$ cat config.mk
export PLATFORM = sky130hd
export DESIGN_NAME = unary_seg_seq
export DESIGN_NICKNAME = d
export VERILOG_FILES = /design/src/rtl/useq_pkg.sv /design/src/rtl/useq_bin_stage.sv /design/src/rtl/useq_chain.sv /design/src/rtl/useq_ctrl.sv /design/src/rtl/unary_seg_seq.sv
export SDC_FILE = /design/constraint.sdc
export NUM_CORES = 1
export LEC_CHECK = 0
export ABC_CLOCK_PERIOD_IN_PS = 1600
export BUFFER_PORTS_ARGS = -buffer_cell sky130_fd_sc_hd__buf_2
export CAP_MARGIN = 20
export CORE_ASPECT_RATIO = 0.6
export CORE_MARGIN = 2
export CORE_UTILIZATION = 48
export CTS_BUF_LIST = sky130_fd_sc_hd__clkbuf_8
export CTS_CLUSTER_DIAMETER = 80
export DETAILED_ROUTE_END_ITERATION = 10
export GPL_ROUTABILITY_DRIVEN = 1
export MAX_ROUTING_LAYER = met4
export PLACE_DENSITY_LB_ADDON = 0.2
export SLEW_MARGIN = 20
export SYNTH_ARGS = -nofsm -noshare
export SYNTH_HDL_FRONTEND = slang
export SYNTH_SLANG_ARGS = --single-unit
$ cat constraint.sdc
create_clock -name clk -period 1.6 [get_ports clk]
set_input_delay 0.16 -clock clk [delete_from_list [all_inputs] [get_ports clk]]
set_output_delay 0.16 -clock clk [all_outputs]
set_load 0.02 [all_outputs]
$ cat src/rtl/useq_pkg.sv
package useq_pkg;

   // Operation applied to one unary chain for one clock.
   typedef enum logic [2:0] {
      CH_HOLD,
      CH_FILL,
      CH_DRAIN,
      CH_SET,
      CH_CLR
   } chain_op_e;

endpackage

$ cat src/rtl/useq_bin_stage.sv
module useq_bin_stage #(
   parameter int W          = 3,
   parameter bit REGISTERED = 1'b1
) (
   input  logic         clk,
   input  logic         rst_n,
   input  logic [W-1:0] d,
   output logic [W-1:0] q
);

   if (W < 1) begin : g_bad_w
      $error("useq_bin_stage: W must be at least 1");
   end

   if (REGISTERED) begin : g_reg
      logic [W-1:0] q_r;

      always_ff @(posedge clk) begin
         if (!rst_n) q_r <= '0;
         else        q_r <= d;
      end

      assign q = q_r;

      AST_BIN_FOLLOW: assert property (@(posedge clk) disable iff (!rst_n)
         1'b1 |=> (q == $past(d)));
   end else begin : g_thru
      assign q = d;
   end

endmodule

$ cat src/rtl/useq_chain.sv
module useq_chain
   import useq_pkg::*;
#(
   parameter int N = 7
) (
   input  logic      clk,
   input  logic      rst_n,
   input  chain_op_e op,
   output logic [N-1:0] cells,
   output logic      full,
   output logic      empty
);

   localparam logic [N-1:0] ONE = N'(1);

   if (N < 2) begin : g_bad_n
      $error("useq_chain: N must be at least 2");
   end

   logic [N-1:0] cell_q;
   logic [N-1:0] cell_d;

   // Each cell looks only at its neighbours: it may turn on if the cell
   // below is on, and may turn off if the cell above is off.
   for (genvar gi = 0; gi < N; gi++) begin : g_cell
      logic below_on;
      logic above_on;

      if (gi == 0) begin : g_lo_end
         assign below_on = 1'b1;
      end else begin : g_lo_mid
         assign below_on = cell_q[gi-1];
      end

      if (gi == N-1) begin : g_hi_end
         assign above_on = 1'b0;
      end else begin : g_hi_mid
         assign above_on = cell_q[gi+1];
      end

      assign cell_d[gi] = (op == CH_CLR)   ? 1'b0 :
                          (op == CH_SET)   ? 1'b1 :
                          (op == CH_FILL)  ? (cell_q[gi] | below_on) :
                          (op == CH_DRAIN) ? (cell_q[gi] & above_on) :
                                             cell_q[gi];
   end

   always_ff @(posedge clk) begin
      if (!rst_n) cell_q <= '0;
      else        cell_q <= cell_d;
   end

   assign cells = cell_q;
   assign full  = cell_q[N-1];
   assign empty = ~cell_q[0];

   AST_CHAIN_CONTIG: assert property (@(posedge clk) disable iff (!rst_n)
      (cell_q & (cell_q + ONE)) == '0);

   AST_FILL_ONE: assert property (@(posedge clk) disable iff (!rst_n)
      (op == CH_FILL && !full) |=> ($countones(cell_q) == $past($countones(cell_q)) + 1));

   AST_DRAIN_ONE: assert property (@(posedge clk) disable iff (!rst_n)
      (op == CH_DRAIN && !empty) |=> ($countones(cell_q) == $past($countones(cell_q)) - 1));

   AST_CLR_ALL: assert property (@(posedge clk) disable iff (!rst_n)
      (op == CH_CLR) |=> (cell_q == '0));

   AST_SET_ALL: assert property (@(posedge clk) disable iff (!rst_n)
      (op == CH_SET) |=> (&cell_q));

   AST_HOLD_STILL: assert property (@(posedge clk) disable iff (!rst_n)
      (op == CH_HOLD) |=> $stable(cell_q));

endmodule

$ cat src/rtl/useq_ctrl.sv
module useq_ctrl
   import useq_pkg::*;
(
   input  logic      step_en,
   input  logic      step_up,
   input  logic      mid_full,
   input  logic      mid_empty,
   input  logic      top_full,
   input  logic      top_empty,
   output chain_op_e mid_op,
   output chain_op_e top_op
);

   always_comb begin
      mid_op = CH_HOLD;
      top_op = CH_HOLD;
      if (step_en) begin
         if (step_up) begin
            if (!mid_full) begin
               mid_op = CH_FILL;
            end else if (!top_full) begin
               mid_op = CH_CLR;
               top_op = CH_FILL;
            end
         end else begin
            if (!mid_empty) begin
               mid_op = CH_DRAIN;
            end else if (!top_empty) begin
               mid_op = CH_SET;
               top_op = CH_DRAIN;
            end
         end
      end
   end

   // The upper chain only ever moves together with a middle carry or borrow.
   always_comb begin
      AST_TOP_NEEDS_CARRY: assert ((top_op == CH_HOLD) || (mid_op == CH_CLR) || (mid_op == CH_SET));
   end

endmodule

$ cat src/rtl/unary_seg_seq.sv
module unary_seg_seq
   import useq_pkg::*;
#(
   parameter int BIN_BITS       = 3,
   parameter int MID_CELLS      = 7,
   parameter int TOP_CELLS      = 15,
   parameter bit BIN_REGISTERED = 1'b1
) (
   input  logic                 clk,
   input  logic                 rst_n,
   input  logic                 step_en,
   input  logic                 step_up,
   input  logic [BIN_BITS-1:0]  bin_in,
   output logic [BIN_BITS-1:0]  bin_sw,
   output logic [MID_CELLS-1:0] mid_therm,
   output logic [TOP_CELLS-1:0] top_therm
);

   localparam int MID_WEIGHT = 1 << BIN_BITS;
   localparam int TOP_WEIGHT = MID_WEIGHT * (MID_CELLS + 1);
   localparam int UNARY_MAX  = MID_WEIGHT * MID_CELLS + TOP_WEIGHT * TOP_CELLS;

   if (BIN_BITS < 1 || MID_CELLS < 2 || TOP_CELLS < 2) begin : g_bad_cfg
      $error("unary_seg_seq: segment sizes out of range");
   end
   if (MID_CELLS != (1 << BIN_BITS) - 1) begin : g_bad_ratio
      $error("unary_seg_seq: middle chain must hold 2**BIN_BITS-1 cells");
   end

   chain_op_e mid_op;
   chain_op_e top_op;
   logic      mid_full, mid_empty, top_full, top_empty;

   useq_bin_stage #(
      .W          (BIN_BITS),
      .REGISTERED (BIN_REGISTERED)
   ) u_bin (
      .clk   (clk),
      .rst_n (rst_n),
      .d     (bin_in),
      .q     (bin_sw)
   );

   useq_ctrl u_ctrl (
      .step_en   (step_en),
      .step_up   (step_up),
      .mid_full  (mid_full),
      .mid_empty (mid_empty),
      .top_full  (top_full),
      .top_empty (top_empty),
      .mid_op    (mid_op),
      .top_op    (top_op)
   );

   useq_chain #(.N(MID_CELLS)) u_mid (
      .clk   (clk),
      .rst_n (rst_n),
      .op    (mid_op),
      .cells (mid_therm),
      .full  (mid_full),
      .empty (mid_empty)
   );

   useq_chain #(.N(TOP_CELLS)) u_top (
      .clk   (clk),
      .rst_n (rst_n),
      .op    (top_op),
      .cells (top_therm),
      .full  (top_full),
      .empty (top_empty)
   );

   int unary_wt;
   assign unary_wt = MID_WEIGHT * $countones(mid_therm) + TOP_WEIGHT * $countones(top_therm);

   AST_IDLE_HOLD: assert property (@(posedge clk) disable iff (!rst_n)
      !step_en |=> ($stable(mid_therm) && $stable(top_therm)));

   AST_UP_CARRY: assert property (@(posedge clk) disable iff (!rst_n)
      (step_en && step_up && (&mid_therm) && !(&top_therm))
      |=> (mid_therm == '0 && $countones(top_therm) == $past($countones(top_therm)) + 1));

   AST_DN_BORROW: assert property (@(posedge clk) disable iff (!rst_n)
      (step_en && !step_up && mid_therm == '0 && top_therm != '0)
      |=> ((&mid_therm) && $countones(top_therm) == $past($countones(top_therm)) - 1));

   AST_SAT_HIGH: assert property (@(posedge clk) disable iff (!rst_n)
      (step_en && step_up && (&mid_therm) && (&top_therm))
      |=> ($stable(mid_therm) && $stable(top_therm)));

   AST_SAT_LOW: assert property (@(posedge clk) disable iff (!rst_n)
      (step_en && !step_up && mid_therm == '0 && top_therm == '0)
      |=> ($stable(mid_therm) && $stable(top_therm)));

   AST_UP_WEIGHT: assert property (@(posedge clk) disable iff (!rst_n)
      (step_en && step_up && unary_wt < UNARY_MAX)
      |=> (unary_wt == $past(unary_wt) + MID_WEIGHT));

   AST_DN_WEIGHT: assert property (@(posedge clk) disable iff (!rst_n)
      (step_en && !step_up && unary_wt > 0)
      |=> (unary_wt == $past(unary_wt) - MID_WEIGHT));

endmodule

* Word-level counts from Yosys, hierarchy flattened *
Index checks and enable logic that the tools add are counted.
W data, S select, Z words.

cells by class
  $add $sub $neg = 0
  $mul = 0
  divide/modulo/power cells = 0
  magnitude comparators = 0
  equality and inequality tests = 8
  shifts and indexed selects = 0
  muxes and demuxes = 78
  bitwise operators = 41
  reduce and logical (&&, ||, !) cells = 4

operators by type and width
  kind                  count
  $mux W1               67
  $mux W3               9
  $and A1 B1 Y1         20
  $or A1 B1 Y1          20
  $eq A3 B2 Y1 const B  4
  $eq A3 B1 Y1 const B  2
  $eq A3 B3 Y1 const B  2
  $reduce_bool A3 Y1    2
  $mux W2               2
  $reduce_or A2 Y1      2
  $not A1 Y1            1

word-level totals
  register bits after elaboration = 25
  bits in latches = 0
  RAM bits = 0
  ROM bits = 0
  input bits = 7
  output and inout bits = 25
  logic and storage cells = 134
  memories = 0

* Logic depth before layout (Yosys ltp) *
  word-level depth = 8
  mapped depth = 5

* By module *
From an unflattened synthesis, not the netlist that was laid out.

unflattened totals
  cells, all modules = 130
  area, all modules = 1087.3 µm²

by module, submodules not included
  module              times used  cells an instance  area an instance (µm²)
  useq_chain (u_top)  1           73                 613.1
  useq_chain (u_mid)  1           42                 334.1
  useq_bin_stage      1           6                  78.8
  useq_ctrl           1           9                  61.3

* Worst setup path before layout *
OpenSTA, ideal clock, no wires.

  kind = reg-to-reg
  start point = reg u_mid.cell_q[0], in the netlist u_mid.cells[0]
  end point = reg u_mid.cell_q[2], in the netlist u_mid.cells[2]
  setup time = 0.079 ns
  arrival time = 1.264 ns
  required time = 1.521 ns
  setup slack = 0.256 ns
  stages on the path, launching flop included = 5
  buffers on the path = 1
  cells stage by stage = dfxtp_1 buf_6 or3b_1 a21o_1 a211oi_2

on the way
  longest elaborated chain between the ends = 6

RTL lines
  element                   line              RTL
  start: declaration        useq_chain.sv:20  logic [N-1:0] cell_q;
  start signal: assignment  useq_chain.sv:50  else cell_q <= cell_d;
  $mux W3 *                 useq_ctrl.sv:26   if (!mid_empty) begin
  $mux W3 *                 useq_ctrl.sv:18   if (step_up) begin
  $mux W3 *                 useq_ctrl.sv:17   if (step_en) begin
  $eq A3 B1 Y1              useq_chain.sv:43  (op == CH_FILL) ? (cell_q[gi] | below_on) :
  $mux W1                   useq_chain.sv:43
  $mux W1                   useq_chain.sv:42  (op == CH_SET) ? 1'b1 :

Every way passes the cells marked *; elsewhere a longest branch is shown, timed or not.
A chain may end at the register's enable or synchronous reset.

* Worst setup path after layout *
  start point = reg u_top.cell_q[0], in the netlist u_top.cells[0]
  end point = reg u_top.cell_q[3], in the netlist u_top.cells[3]

on the way
  longest elaborated chain between the ends = 7

RTL lines
  element                   line              RTL
  start: declaration        useq_chain.sv:20
  start signal: assignment  useq_chain.sv:50
  $mux W2 *                 useq_ctrl.sv:28   end else if (!top_empty) begin
  $mux W3 *                 useq_ctrl.sv:26
  $mux W3 *                 useq_ctrl.sv:18
  $mux W3 *                 useq_ctrl.sv:17
  $eq A3 B1 Y1              useq_chain.sv:43
  $mux W1                   useq_chain.sv:43
  $mux W1                   useq_chain.sv:42

Marked as above.

==> flow_summary.ini <==
[run_status]
status = finished clean

[die]
initial_core_util_pct = 50.2
coreArea_sq_mm = 0.00215
dieArea_sq_mm = 0.00265
die_h_microns = 40.7
rows = 13
top_level_ports = 32
die_x_microns = 65.2

[worst_setup_path]
r2r_end = u_top.cells[3]
crit_arrival_ns = 1.53
cpMaxStageDelayCell = dfxtp_1
rr_worst_depth = 4
crit_type = reg2reg
crit_path_max_fanout = 9
cp-start-kind = register
r2r_slack_ns = 0.23
r2r-start = u_top.cells[0]
critPathMaxStageDelay_ns = 0.46
end_kind = register
crit_required_ns = 1.76
crit_chain = nand4bb_1 > buf_4 > nor2_1 > o22ai_1

[timing]
slew_headroom_pct = 74.9
worst_pin_slew_ns = 0.372
rsz0062_at_grt = false
maxSlewViolCount = 0
setup_violations = 0
hold_viol_final = 0
max_clock_freq_ghz = 0.727
finalCriticalPeriod_ns = 1.37
fin_crit_sh_pct = 85.9
skew_ns = 0.00215
fin_tns_setup_ns = 0

[cells_and_area]
fin_area_sq_mm = 0.00128
seq_area_sq_um = 500
drive_gt1_share_pct = 27.6
diodes = 0
syn_to_final_growth_pct = 19.0
fin_util_pct = 59.7
final_nets = 160
multi_input_area_sq_um = 495
instances_no_fill = 182
fill_cells = 201

[synth]
netlist.area_leader.share_pct = 46.5
syn_inst = 124
syn_area_sq_mm = 0.00108
synth_cell_types = 34
synth_compound_area_share_pct = 22.3
synth_mux_area_share_pct = 1.05
synth_area_leaders = dfxtp_1 (46%), o22ai_1 (7.0%), nand2_1 (5.2%)
synth_xor_area_share_pct = 0
yosysTopAreaCell = dfxtp_1
synth_top_family_by_area = simple AND/OR/NAND/NOR gates
ys_warn_count = 0
synth_seq_area_share_pct = 46.5
yosys.area_share.simple_pct = 22.6
synth-adder-area-share_pct = 0
yosys_register_bits = 25
postSynthNetCount = 131
avgSynthCellArea_sq_um = 8.69

[global_route]
use_met1_pct = 26.2
grt_pass1_vias = 677
antenna_found_initial = 0
met3_usage_pct = 6.87
busiest_layer = met1
grt_use_total_pct = 17.8
grt_pass1_wl_mm = 3.26
grt_max_degree = 20
grt_util_met2_pct = 22.4
overflow = 0

[power]
combPwrFrac_pct = 9.6
p_switching_mw = 0.271
max-vdd-ir-drop_mv = 0.454
p_leak_nw = 0.589
seqPwrFrac_pct = 58.2
p_clk_share_pct = 32.3
power_density_mw_per_mm2 = 874
swShare_pct = 24.1
p_int_mw = 0.850

[clock_network]
ctsHoldBuffers = 0
cts_buffers = 3
cts_setup_buffers = 0
clkTransAtPathRegs_ns = 0.08
clockBufferDepth = 2
post_cts_resize_count = 0
htree_levels = 1
insertion_delay_ns = 0.27
root_buffer = clkbuf_8
cts_tree = done
clock_sinks = 25

[route]
viasPerCell = 5.34
drc = 0
num_vias = 971
dr.pass1.iters = 4
ant_nets = 0
wl_per_cell_microns = 12.3
first_iter_violations = 64
wl_mm = 2.24

[place]
post-place-cells = 178
post_dp_cell_area_sq_mm = 0.00124
gp_congestion = 0.920
io_buffers = 31
hpwlAfterDp_mm = 1.60

[hold_path]
hold_path_depth = 2
hp-class = in2reg
hp-start = bin_in[2]
min_to = u_bin.q[2]

[flow_run]
cap_violations = 0
==> worst max-delay path, delay by kind of cell (launching register included) <==
family          cells  cell delay, ns
compound gates      1            0.08
buf+inv             1            0.29
simple gates        2            0.44
flops               1            0.46
==> power by group through the flow <==
stage	registers, mW	clock network, mW	logic, mW
6_report	0.652	0.362	0.107
5_1_grt	0.655	0.404	0.118
4_1_cts	0.652	0.373	0.107
3_5_place_dp	0.667	0	0.107
3_3_place_gp	0.666	0	0.106
2_1_floorplan	0.678	0	0.0670
==> state kept, by name (all words and copies together) (netlist names) <==
register     count
u_bin.q          3
u_mid.cells      7
u_top.cells     15
==> cell type report <==
cell class	instances	share of cell area, %
clock buffers	3	3.22
clock inverters	1	0.293
inverters	5	1.46
multi-input cells	83	38.6
flip-flops and latches	25	39.0
well taps	30	2.93
repair buffers	35	14.4
==> cells by family after synthesis <==
group           Yosys count
buf+inv                  16
simple gates             50
mux                       1
compound gates           32
flops                    25
==> per-layer routing <==
metal  share of wire [%]  vias to the layer above
met5                   0                        -
met2                  39                       40
met1                  52                      433
met4                0.45                        0
li1                    -                      495
met3                 8.4                        3
==> cells in the final DEF (no fill, tap or decap), types with 2 or more instances in the layout <==
cell type / netlist / routed
dfxtp_1: 25 / 25
nor3_1: 2 / 2
o32ai_1: 2 / 2
o21ai_0: 2 / 2
inv_1: 5 / 6
clkbuf_8: 0 / 3
buf_2: 5 / 31
nor2_1: 15 / 15
buf_4: 2 / 4
o22ai_1: 12 / 12
a211oi_2: 3 / 3
nand2_1: 15 / 15
and2_1: 6 / 6
nand2b_1: 2 / 2
a22oi_1: 2 / 2
o211ai_1: 3 / 3
nand3_1: 3 / 3
==> stage by stage <==
stage                     total power, mW  hold WS, ns  setup WS, ns
final                                1.12        0.102         0.225
after global placement              0.772        0.368         0.269
after detailed placement            0.773        0.377         0.250
after floorplan                     0.745        0.287         0.256
after global routing                 1.18        0.106        0.0962
after CTS                            1.13       0.0995         0.230
==> synth_stat cells (all sizes together) <==
library cell	instances
inv	5
nand4bb	1
o21ai	2
or3b	1
clkbuf	3
nand2	15
a21boi	1
a211oi	3
o211ai	3
o311ai	1
buf	8
o211a	1
or3	1
a31oi	1
dfxtp	25
mux2	1
nand4	1
o32ai	2
o22ai	12
nand4b	1
a21oi	1
or2b	1
nor2	15
and2	6
a22o	1
a22oi	2
nor3	2
nand2b	2
nand3b	1
a21o	1
nand3	3
o2bb2ai	1
==> worst max path at each step <==
stage | start | end | slack (ns) | cells past startpoint
after floorplan | u_mid.cells[0] | u_mid.cells[2] | 0.26 | 4
after global placement | u_top.cells[0] | u_top.cells[4] | 0.27 | 4
after detailed placement | u_mid.cells[0] | u_top.cells[3] | 0.25 | 4
after CTS | u_top.cells[0] | u_top.cells[3] | 0.23 | 4
after global routing | u_mid.cells[0] | u_top.cells[3] | 0.1 | 4
final | u_top.cells[0] | u_top.cells[3] | 0.23 | 4
No activity file was read; power rests on OpenSTA's default activity.
